===== src/rtl/priv_guard_pkg.sv =====
package priv_guard_pkg;
  typedef enum logic {
    MODE_KERNEL = 1'b0,
    MODE_USER   = 1'b1
  } mode_e;

  typedef enum logic {
    CAUSE_RANGE = 1'b0,
    CAUSE_PRIV  = 1'b1
  } cause_e;

  typedef enum logic [1:0] {
    SEL_BASE  = 2'd0,
    SEL_LIMIT = 2'd1,
    SEL_TIMER = 2'd2,
    SEL_NONE  = 2'd3
  } sel_e;
endpackage


===== src/rtl/pg_window.sv =====
module pg_window #(
  parameter int ADDR_W = 16
) (
  input  logic [ADDR_W-1:0] base_i,
  input  logic [ADDR_W-1:0] limit_i,
  input  logic [ADDR_W-1:0] addr_i,
  output logic              inside_o
);
  localparam int EW = ADDR_W + 1;

  logic [EW-1:0] end_x;
  logic          above_base;
  logic          below_end;

  always_comb begin
    end_x      = {1'b0, base_i} + {1'b0, limit_i};
    above_base = (addr_i >= base_i);
    below_end  = ({1'b0, addr_i} < end_x);
    inside_o   = above_base && below_end;
  end
endmodule


===== src/rtl/pg_countdown.sv =====
module pg_countdown #(
  parameter int TMR_W = 12
) (
  input  logic             clk,
  input  logic             rst_n,
  input  logic             load_i,
  input  logic [TMR_W-1:0] load_val_i,
  output logic             expire_o,
  output logic             irq_o
);
  localparam logic [TMR_W-1:0] ONE  = TMR_W'(1);
  localparam logic [TMR_W-1:0] ZERO = '0;

  logic [TMR_W-1:0] cnt_q, cnt_d;
  logic             irq_q, irq_d;
  logic             cnt_en;

  always_comb begin
    expire_o = !load_i && (cnt_q == ONE);
    cnt_en   = load_i || (cnt_q != ZERO);
    cnt_d    = load_i ? load_val_i : cnt_q - ONE;
    if (load_i)        irq_d = 1'b0;
    else if (expire_o) irq_d = 1'b1;
    else               irq_d = irq_q;
  end

  always_ff @(posedge clk or negedge rst_n) begin
    if (!rst_n) begin
      cnt_q <= ZERO;
      irq_q <= 1'b0;
    end else begin
      if (cnt_en) cnt_q <= cnt_d;
      irq_q <= irq_d;
    end
  end

  assign irq_o = irq_q;
endmodule


===== src/rtl/pg_mode_ctl.sv =====
module pg_mode_ctl
  import priv_guard_pkg::*;
(
  input  logic   clk,
  input  logic   rst_n,
  input  logic   fault_det_i,
  input  cause_e cause_i,
  input  logic   expire_i,
  input  logic   ret_i,
  output mode_e  mode_o,
  output logic   fault_o,
  output cause_e cause_o
);
  mode_e  mode_q, mode_d;
  logic   fault_q;
  cause_e cause_q;

  always_comb begin
    mode_d = mode_q;
    if (fault_det_i || expire_i)                mode_d = MODE_KERNEL;
    else if (ret_i && mode_q == MODE_KERNEL)    mode_d = MODE_USER;
  end

  always_ff @(posedge clk or negedge rst_n) begin
    if (!rst_n) begin
      mode_q  <= MODE_KERNEL;
      fault_q <= 1'b0;
      cause_q <= CAUSE_RANGE;
    end else begin
      mode_q  <= mode_d;
      fault_q <= fault_det_i;
      if (fault_det_i) cause_q <= cause_i;
    end
  end

  assign mode_o  = mode_q;
  assign fault_o = fault_q;
  assign cause_o = cause_q;
endmodule


===== src/rtl/priv_guard.sv =====
module priv_guard
  import priv_guard_pkg::*;
#(
  parameter int ADDR_W = 16,
  parameter int TMR_W  = 12
) (
  input  logic              clk,
  input  logic              rst_n,
  input  logic              acc_valid_i,
  input  logic [ADDR_W-1:0] acc_addr_i,
  input  logic              reg_we_i,
  input  logic [1:0]        reg_sel_i,
  input  logic [ADDR_W-1:0] reg_wdata_i,
  input  logic              priv_op_i,
  input  logic              ret_user_i,
  output logic              fault_o,
  output logic              fault_cause_o,
  output logic              timer_irq_o,
  output logic              mode_o
);
  mode_e             mode;
  cause_e            cause_d, cause_q;
  logic [ADDR_W-1:0] base_q, limit_q;
  logic              in_window;
  logic              is_kernel, range_viol, priv_viol, fault_det;
  logic              wr_ok, base_en, limit_en, tmr_load;
  logic              expire;

  always_comb begin
    is_kernel  = (mode == MODE_KERNEL);
    wr_ok      = reg_we_i && is_kernel;
    base_en    = wr_ok && (sel_e'(reg_sel_i) == SEL_BASE);
    limit_en   = wr_ok && (sel_e'(reg_sel_i) == SEL_LIMIT);
    tmr_load   = wr_ok && (sel_e'(reg_sel_i) == SEL_TIMER);
    range_viol = !is_kernel && acc_valid_i && !in_window;
    priv_viol  = !is_kernel && (reg_we_i || priv_op_i);
    fault_det  = range_viol || priv_viol;
    cause_d    = priv_viol ? CAUSE_PRIV : CAUSE_RANGE;
  end

  always_ff @(posedge clk or negedge rst_n) begin
    if (!rst_n) begin
      base_q  <= '0;
      limit_q <= '0;
    end else begin
      if (base_en)  base_q  <= reg_wdata_i;
      if (limit_en) limit_q <= reg_wdata_i;
    end
  end

  pg_window #(.ADDR_W(ADDR_W)) u_window (
    .base_i   (base_q),
    .limit_i  (limit_q),
    .addr_i   (acc_addr_i),
    .inside_o (in_window)
  );

  pg_countdown #(.TMR_W(TMR_W)) u_timer (
    .clk        (clk),
    .rst_n      (rst_n),
    .load_i     (tmr_load),
    .load_val_i (reg_wdata_i[TMR_W-1:0]),
    .expire_o   (expire),
    .irq_o      (timer_irq_o)
  );

  pg_mode_ctl u_mode (
    .clk         (clk),
    .rst_n       (rst_n),
    .fault_det_i (fault_det),
    .cause_i     (cause_d),
    .expire_i    (expire),
    .ret_i       (ret_user_i),
    .mode_o      (mode),
    .fault_o     (fault_o),
    .cause_o     (cause_q)
  );

  assign mode_o        = mode;
  assign fault_cause_o = cause_q;
endmodule


===== config.mk =====
export PLATFORM = sky130hd
export DESIGN_NAME = priv_guard
export DESIGN_NICKNAME = d
export VERILOG_FILES = /design/src/rtl/priv_guard_pkg.sv /design/src/rtl/pg_window.sv /design/src/rtl/pg_countdown.sv /design/src/rtl/pg_mode_ctl.sv /design/src/rtl/priv_guard.sv
export SDC_FILE = /design/constraint.sdc
export NUM_CORES = 1
export LEC_CHECK = 0
export ABC_AREA = 1
export ABC_CLOCK_PERIOD_IN_PS = 3600
export BUFFER_PORTS_ARGS = -buffer_cell sky130_fd_sc_hd__buf_2
export CAP_MARGIN = 20
export CORE_ASPECT_RATIO = 0.5
export CORE_MARGIN = 5
export CORE_UTILIZATION = 40
export DETAILED_ROUTE_END_ITERATION = 8
export GPL_ROUTABILITY_DRIVEN = 0
export SETUP_SLACK_MARGIN = 0.3
export SLEW_MARGIN = 40
export SYNTH_ARGS = -nofsm -noshare
export SYNTH_HDL_FRONTEND = slang
export SYNTH_SLANG_ARGS = --single-unit
export TNS_END_PERCENT = 50

===== constraint.sdc =====
create_clock -name clk -period 3.6 [get_ports clk]
set_input_delay 0.18 -clock clk [delete_from_list [all_inputs] [get_ports clk]]
set_output_delay 0.18 -clock clk [all_outputs]
set_load 0.02 [all_outputs]

-- Word-level counts from Yosys, hierarchy flattened
Cells that the tools add are included.
- add/subtract/negate cells: 2
- order comparisons: 2
- equality and inequality tests: 3
- mux-type cells: 6
- bitwise operators: 1
- reductions and logical operators: 20
- operators with widths (operator ; count):
    adder 16 x 16 -> 17 bit ; 1
    less-than comparator 16 x 17 -> 1 bit ; 1
    greater-or-equal comparator 16 bit ; 1
    equality test 12 x 1 -> 1 bit (second input constant) ; 1
    2-to-1 mux 12 bit ; 1
    nonzero test 12 bit ; 1
    subtractor 12 x 1 -> 12 bit (second input constant) ; 1
    logical AND 1 bit ; 10
    2-to-1 mux 1 bit ; 5
    logical OR 1 bit ; 4
    nonzero test 2 bit ; 2
    equality test 2 x 1 -> 1 bit (second input constant) ; 1
    equality test 2 bit (second input constant) ; 1
    zero test 1 bit ; 2
    zero test 2 bit ; 1
    inverter 1 bit ; 1
- register bits: 48
- bits of input ports: 40
- output and inout bits: 4
- word-level logic and storage cells: 41

-- Depth between registers and ports, before layout
Gate-level depths: netlist (run 1).
- depth after elaboration: 8
- gate-level depth with buffers: 23
- depth with buffers taken out: 23

-- Cells and area by module
From an unflattened synthesis (run 1), not the netlist that was laid out.
- cells, all modules: 551
- area total of the unflattened synthesis: 4018.9 um^2
- by module, submodules not included (module ; times used ; cells an instance ; area each (um^2) ; sequential area each (um^2)):
    pg_window ; 1 ; 260 ; 1609.0 ; 0.0
    priv_guard ; 1 ; 149 ; 1347.5 ; 800.8
    pg_countdown ; 1 ; 131 ; 952.2 ; 325.3
    pg_mode_ctl ; 1 ; 11 ; 110.1 ; 75.1

-- Worst setup path before layout (run 1)
Ideal clock, no wire load.
- path type: register to register
- start point: reg base_q[0]
- end point: reg u_mode.cause_q, in the netlist u_mode.cause_o
- setup time: 0.128 ns
- data arrival time: 2.611 ns
- required time: 3.472 ns
- slack: 0.861 ns
- cell stages (with the launch flop): 20
- buffers on the path: 0
- clock period less this slack: 2.739 ns
- cells stage by stage: dfrtp_1 -> ha_1 -> fa_1 -> nand3_1 -> nand2_2 -> nand4_1 -> nand2_2 -> a21o_2 -> xnor2_1 -> ha_1 -> inv_1 -> o31a_1 -> nand2_1 -> nand2_1 -> nand2_1 -> nand2_1 -> nand3_2 -> nand2_2 -> nand2_1 -> nand2_1
- word-level cells in the longest chain between the ends: 6
- elaborated cells between the ends (all ways): 7
- classes of those cells: add/sub (1); order compare (2); reduce/logical (4)
- RTL lines (element ; line ; RTL):
    start, declared ; priv_guard.sv:23 ; logic [ADDR_W-1:0] base_q, limit_q;
    start signal, assigned ; priv_guard.sv:46 ; if (base_en) base_q <= reg_wdata_i;
    adder 16 x 16 -> 17 bit ; pg_window.sv:16 ; end_x = {1'b0, base_i} + {1'b0, limit_i};
    less-than comparator 16 x 17 -> 1 bit ; pg_window.sv:18 ; below_end = ({1'b0, addr_i} < end_x);
    logical AND 1 bit * ; pg_window.sv:19 ; inside_o = above_base && below_end;
    zero test 1 bit * ; priv_guard.sv:35 ; range_viol = !is_kernel && acc_valid_i && !in_window;
    logical AND 1 bit * ; priv_guard.sv:35 ;
    logical OR 1 bit * ; priv_guard.sv:37 ; fault_det = range_viol || priv_viol;
    end signal, assigned ; pg_mode_ctl.sv:32 ; if (fault_det_i) cause_q <= cause_i;
    end, declared ; pg_mode_ctl.sv:16 ; cause_e cause_q;
Mark *: on every way between the ends. The rest lies on a longest branch, timed or not.
A chain may end at the register's enable or synchronous reset.

-- Worst setup path in the final report (run 1)
Same ends and word-level chain as after synthesis.

==> metrics.txt, run 1 <==
r2r startpoint=base_q[0]; DRT Wirelength=7480 µm; slowest cell delay on critical path=0.40 ns; worst hold path depth=3; Tcrit/Tclk final=82.8%; CP Capture Type=register; multi-input logic area=0.00202 mm²; wire length on met3=212 µm; met1 wire length=4550 µm; # port buffers=43; Remaining DRCs=0; gr usage total=14.3%; final setup slack of the worst path=0.619 ns; WP data arrival=3.14 ns; post-CTS setup buffer count=0; Slew @ Worst Pin=0.603 ns; # diodes=0; most frequent cell after synthesis=nand2_1; final hold vios=0; Die X=142 µm; #FFs+latches synth=48; Required @ worst endpoint=3.76 ns; WP buf/inv=1; Place WS=0.630 ns; DR WL/cell=12.4 µm; WS Path Type=reg2reg; MaxCap Viol Count=0; Vias per Instance=4.62; largest net degree at the start of global routing=49; Root Driver=clkbuf_16; H-tree levels=2; main area contributors after synthesis=dfrtp_1, ha_1, nand2_1, inv_1, o21ai_0; worst-path fanout max=4; final setup fails=0; HPWL Detailed=6130 µm; Met2 Routed Length=2660 µm; Layout area overhead=14.9%; largest area contributor in the netlist=dfrtp_1; Slew Limit Fails=0; Clk pin slew, worst setup/hold paths=0.06 ns; CTS tree=yes; HP Class=in2reg; Critical Path Stages=19; Cells after Synth=440; share of Yosys cell area claimed by the top area cell type=34.3%; Synthesis Warnings=0; Post-Syn Area=0.00351 mm²; I/O pin count=44; Routed Antenna Nets=0; predominant post-synthesis flop cell=dfrtp_1; reg-to-reg slack, setup=0.62 ns; Reg2Reg Depth=19; first-pass GRT wire length=12600 µm; Highest Signal Layer=met4; Clock Sinks=48; ys async rst share=100%; leakage power=2.19 nW; Initial Util=40.7%; initial antenna violation count=0; vias in the first global route=2620; CP startpoint kind=register; status=finished clean; worst vdd ir=0.260 mV; GRT overflow=0; post-synth cell types=37; vias=2782; ratio of cells with drive above 1 in the final layout=14.8%; crit-path most repeated cell=nand2_1; worst skew pair latency=0.28 ns; Setup crit start=base_q[0]; Achievable Freq=336 MHz; NumNets Final=574; CTS buffer count=5; Post-synth EDFFs=0; Slew HR=59.8%; cell row count=24; Final Skew=0.00321 ns; CP max stage cell=dfrtp_1; Final TNS setup=0 ns; most common library cells after synthesis=nand2_1, inv_1, ha_1; worst-path cell chain=ha_1 -> fa_1 -> nand3_1 -> nand2_2 -> nand4_1 -> nand2_2 -> a21o_2 -> xnor2_1 -> ha_1 -> inv_1 -> o31a_1 -> nand2_1 -> nand2_1 -> nand2_1 -> nand2_1 -> nand3_2 -> nand2_2 -> nand2_1 -> nand2_1; Final min period=2.98 ns; CTS max path bufs=2; RSZ-0062 raised after global routing=false; drt first pass iters=5; die height=76.2 µm; Reg area=0.00120 mm²; Seq/Total Area, Yosys=34.3%; Die ar.=0.0109 mm²; Avg Inst Size Synth=7.97 µm²; largest delay contributor family on the critical path=adder cells; detailed router's first-iteration violation count=93; Synthesized Nets=530; Core ar.=0.00862 mm²; CP Capture Point=u_mode.cause_o; Power Dens Cells=1010 mW/mm²; Fill cells=853; r2r endpoint=u_mode.cause_o
## cells in the final DEF (no fill, tap or decap), drive strengths merged
| master | instances |
|---|---|
| nand2 | 99 |
| inv | 72 |
| ha | 49 |
| dfrtp | 48 |
| o21ai | 45 |
| buf | 43 |
| a21oi | 27 |
| nor2 | 20 |
| nand3 | 20 |
| xor2 | 14 |
| xnor2 | 8 |
| nor3 | 6 |
| clkbuf | 6 |
| o22ai | 4 |
| a21o | 3 |
| a31oi | 3 |
| nand4 | 2 |
| o221ai | 2 |
| a22oi | 2 |
| o211ai | 2 |
| o31ai | 1 |
| o21bai | 1 |
| a21boi | 1 |
| o21a | 1 |
| o31a | 1 |
| and3 | 1 |
| fa | 1 |
| bufinv | 1 |
| clkinv | 1 |
| dlygate4sd3 | 1 |
## per-layer routing
metal	vias to the layer above	global-route usage [%]
li1	1535	-
met4	0	3.42
met1	1206	24.0
met5	-	0
met3	5	2.26
met2	36	18.4
## report_power, final
group,total [mW],switching (mW),leakage (nW),internal [mW]
clock network,0.517,0.190,0.0808,0.327
registers,1.05,0.244,0.594,0.811
logic,2.48,1.44,1.51,1.04
## layout make-up
class	instances	area share, %
sequential	48	29.8
timing repair buffer	44	5.65
inverter	72	6.71
tap	117	3.63
clock buffer	6	3.20
multi-input combinational	313	50.1
clock inverter	2	0.870
## flip-flops by register name, indices dropped and copies added (netlist names)
signal and count:
u_mode.cause_o 1, u_timer.cnt_q 12, base_q 16, limit_q 16
u_mode.mode_o 1, u_mode.fault_o 1, u_timer.irq_o 1
## tightest hold or removal path, stage by stage
cell and delay, ns:
buf_2 0.09, inv_1 0.05, o21ai_0 0.07
## repair_timing
action / 4_1_cts / 5_1_grt
endpoints found under the setup margin: 0 / 0
resized for setup: 0 / 0
hold endpoints to repair: 48 / 0
hold buffers: 1 / 0
## kinds of logic after synthesis
kind of cell	count (synthesis)	synth area share, %
compound gates	93	15.5
xor+xnor	22	5.50
fa+ha+maj	50	18.1
buf+inv	79	8.46
flops	48	34.3
simple gates	148	18.3
## worst min path at each step
stage	from	to	slack, ns
4_1_cts	reg_wdata_i[13]	limit_q[13]	0.15
5_1_grt	reg_wdata_i[13]	limit_q[13]	0.17
3_3_place_gp	rst_n	u_timer.cnt_q[3]	0.44
3_5_place_dp	rst_n	u_timer.cnt_q[3]	0.23
6_report	reg_wdata_i[15]	limit_q[15]	0.15
2_1_floorplan	rst_n	base_q[0]	-0.12
## metrics by stage
stage	util [%]	instance area [µm²]	power [mW]	cells	hold slack, ns
after detailed placement	44.7	3850	3.54	593	0.235
after global routing	46.7	4030	4.53	602	0.165
after global placement	44.6	3840	3.50	593	0.435
final	46.7	4030	4.05	602	0.155
after CTS	46.7	4030	4.07	602	0.151
after floorplan	-	3510	2.97	440	-0.116
No activity file was read; power rests on OpenSTA's default activity.
==> inputs of run 2 (changes only) <==
--- a/config.mk
+++ b/config.mk
@@ -5,8 +5,8 @@
 export SDC_FILE = /design/constraint.sdc
 export NUM_CORES = 1
 export LEC_CHECK = 0
-export ABC_AREA = 1
-export ABC_CLOCK_PERIOD_IN_PS = 3600
+export ABC_AREA = 0
+export ABC_CLOCK_PERIOD_IN_PS = 2400
 export BUFFER_PORTS_ARGS = -buffer_cell sky130_fd_sc_hd__buf_2
 export CAP_MARGIN = 20
 export CORE_ASPECT_RATIO = 0.5
==> constraint.sdc (replaced) <==
create_clock -name clk -period 2.4 [get_ports clk]
set_input_delay 0.12 -clock clk [delete_from_list [all_inputs] [get_ports clk]]
set_output_delay 0.12 -clock clk [all_outputs]
set_load 0.02 [all_outputs]
==> metrics.txt, run 2 <==
# port buffers=43; Final Skew=0.00309 ns; Tcrit/Tclk final=169%; main area contributors after synthesis=dfrtp_1, ha_1, mux2_2, o21ai_0, nand2_1; Achievable Freq=246 MHz; CTS tree=yes; Final min period=4.06 ns; worst skew pair latency=0.30 ns; gr usage total=17.4%; Synthesis Warnings=0; Clock Sinks=48; Remaining DRCs=0; sw frac=42.3%; HPWL Detailed=6980 µm; vias in the first global route=3009; Post-synth EDFFs=0; Clock Power Share=11.2%; post-synth cell types=43; Synthesized Nets=468; H-tree levels=2; reg-to-reg slack, setup=-1.66 ns; Post-Syn Area=0.00346 mm²; leakage power=2.07 nW; Largest regs=base_q: 16 flops, limit_q: 16 flops, u_timer.cnt_q: 12 flops; WS Path Type=reg2reg; Logic pwr share=68.0%; Die ar.=0.0107 mm²; Seq pwr share=20.8%; CP startpoint kind=register; worst hold path depth=3; CP Capture Type=register; initial antenna violation count=0; Slew @ Worst Pin=0.651 ns; WHS Endpoint=base_q[12]; vias=3018; HP Class=in2reg; Highest Signal Layer=met4; GRT overflow=0; most frequent cells in the layout=dfrtp_1, buf_4, ha_1; Avg Inst Size Synth=9.16 µm²; drt first pass iters=4; Routed Antenna Nets=0; Placed Area=0.00416 mm²; # diodes=0; Layout area overhead=27.6%; Initial Util=40.5%; worst vdd ir=0.568 mV; CP max stage cell=a2111o_1; predominant post-synthesis flop cell=dfrtp_1; largest net degree at the start of global routing=31; ys async rst share=100%; worst-path cell chain=ha_2 -> fa_2 -> a211o_1 -> a2111o_1 -> and4_4 -> or3_4 -> or3b_1 -> nand3_2 -> ha_4 -> a21oi_4 -> o211ai_1 -> a221oi_2 -> a21oi_1 -> and3_1 -> or3_1; largest delay contributor family on the critical path=simple AND/OR/NAND/NOR gates; share of Yosys cell area claimed by the top area cell type=34.7%; Slew Limit Fails=0; Root Driver=clkbuf_16; Final TNS setup=-4.78 ns; switching pwr=3.10 mW; met1 wire length=4600 µm; final setup slack of the worst path=-1.66 ns; Die X=142 µm; Core ar.=0.00856 mm²; worst-path fanout max=2; #FFs+latches synth=48; cell row count=24; detailed router's first-iteration violation count=162; DRT Wirelength=8820 µm; WP buf/inv=0; WP data arrival=4.23 ns; CTS max path bufs=2; MaxCap Viol Count=0; first-pass GRT wire length=14700 µm; wire length on met3=311 µm; Power Dens Cells=1660 mW/mm²; DR WL/cell=15.1 µm; Clk pin slew, worst setup/hold paths=0.07 ns; final setup fails=3; Slew HR=56.6%; ratio of cells with drive above 1 in the final layout=28.7%; Reg2Reg Depth=15; post-placement cell count=572; final hold vios=0; most frequent cell after synthesis=ha_1; largest area contributor in the netlist=dfrtp_1; Cells after Synth=378; Pint=4.23 mW; RSZ-0062 raised after global routing=true; min-delay src=reg_wdata_i[12]; Met2 Routed Length=3780 µm; r2r endpoint=u_mode.fault_o; I/O pin count=44; r2r startpoint=limit_q[0]; failing checks=negative setup slack; NumNets Final=556; Vias per Instance=5.17; cell area after layout=0.00442 mm²; die height=75.8 µm; slowest cell delay on critical path=0.42 ns; Hold Slack=0.0437 ns; Required @ worst endpoint=2.57 ns; total power draw=7.34 mW; status=finished with violations; Layout Cells excl Fill=584; Seq/Total Area, Yosys=34.7%; most common library cells after synthesis=ha_1, dfrtp_1, nand2_1; CTS buffer count=5
==> run 2: cell count changes after synthesis, moves of 5 or more <==
cell,before,now
or3_1,0,7
nand3_1,16,7
xor2_1,14,9
nor2_1,17,23
inv_1,72,21
mux2_2,0,18
o21ai_0,43,35
o21a_1,1,7
nand2_1,94,43
nand2_2,5,0
xnor2_1,8,13
o31ai_1,1,6
==> run 2: worst max-delay path by stage <==
stage / from / to / slack [ns] / cells past startpoint
after detailed placement: base_q[0] / u_mode.fault_o / -1.70 / 15
after global routing: base_q[0] / u_mode.fault_o / -1.82 / 15
after global placement: base_q[0] / u_mode.fault_o / -1.62 / 15
after CTS: base_q[0] / u_mode.fault_o / -1.68 / 15
final: limit_q[0] / u_mode.fault_o / -1.66 / 15
after floorplan: base_q[0] / u_mode.fault_o / -1.54 / 15
==> run 2: power groups by stage <==
stage          Sequential (mW)  Combinational, mW  Clock [mW]
2_1_floorplan             1.47               3.07           0
3_3_place_gp              1.53               4.58           0
3_5_place_dp              1.54               4.63           0
4_1_cts                   1.53               4.82       0.844
5_1_grt                   1.59               5.62       0.875
6_report                  1.52               4.99       0.824
==> run 2: kinds of logic (layout without fill, tap and decap cells) <==
group                      Yosys count  count (layout)  synth area share, %
buffers and inverters               32             121                 3.51
xor gates and xnor gates            22              22                 5.57
adders and majority gates           50              50                 18.3
and+or+nand+nor                    113             113                 15.7
muxes                               20              20                 6.43
DFF                                 48              48                 34.7
AOI/OAI and AO/OA                   93              93                 15.8
==> run 2: cell type report <==
type | instances | area (µm²)
Clock buffer | 5 | 125
Clock inverter | 3 | 46.3
Fill cell | 816 | 4140
Inverter | 21 | 78.8
Multi-Input combinational cell | 298 | 2230
Sequential cell | 48 | 1200
Tap cell | 117 | 146
Timing Repair Buffer | 92 | 586
==> run 2: what timing repair did <==
action,in CTS,in global routing
hold endpoints to repair,26,0
resized for setup,5,5
pin swaps,1,0
setup buffers,2,1
hold buffers,1,0
setup endpoints to repair,6,6
==> run 2: worst reg2reg max path, cell delays in order, from the launching register on <==
cell,delay [ns]
dfrtp_1,0.39
ha_2,0.19
fa_2,0.34
a211o_1,0.30
a2111o_1,0.42
and4_4,0.21
or3_4,0.33
or3b_1,0.37
nand3_2,0.10
ha_4,0.21
a21oi_4,0.12
o211ai_1,0.11
a221oi_2,0.18
a21oi_1,0.09
and3_1,0.20
or3_1,0.37
==> run 2: metal layers <==
layer	vias up	global-route usage [%]
met4	0	4.47
met1	1438	25.1
met2	43	27.3
met5	-	0
li1	1528	-
met3	9	3.32
==> run 2: metrics by stage <==
stage | util, % | worst slack, ns
floorplan | - | -1.54
global placement | 48.7 | -1.62
detailed placement | 48.7 | -1.70
CTS | 51.2 | -1.68
global route | 51.6 | -1.82
finish | 51.6 | -1.66
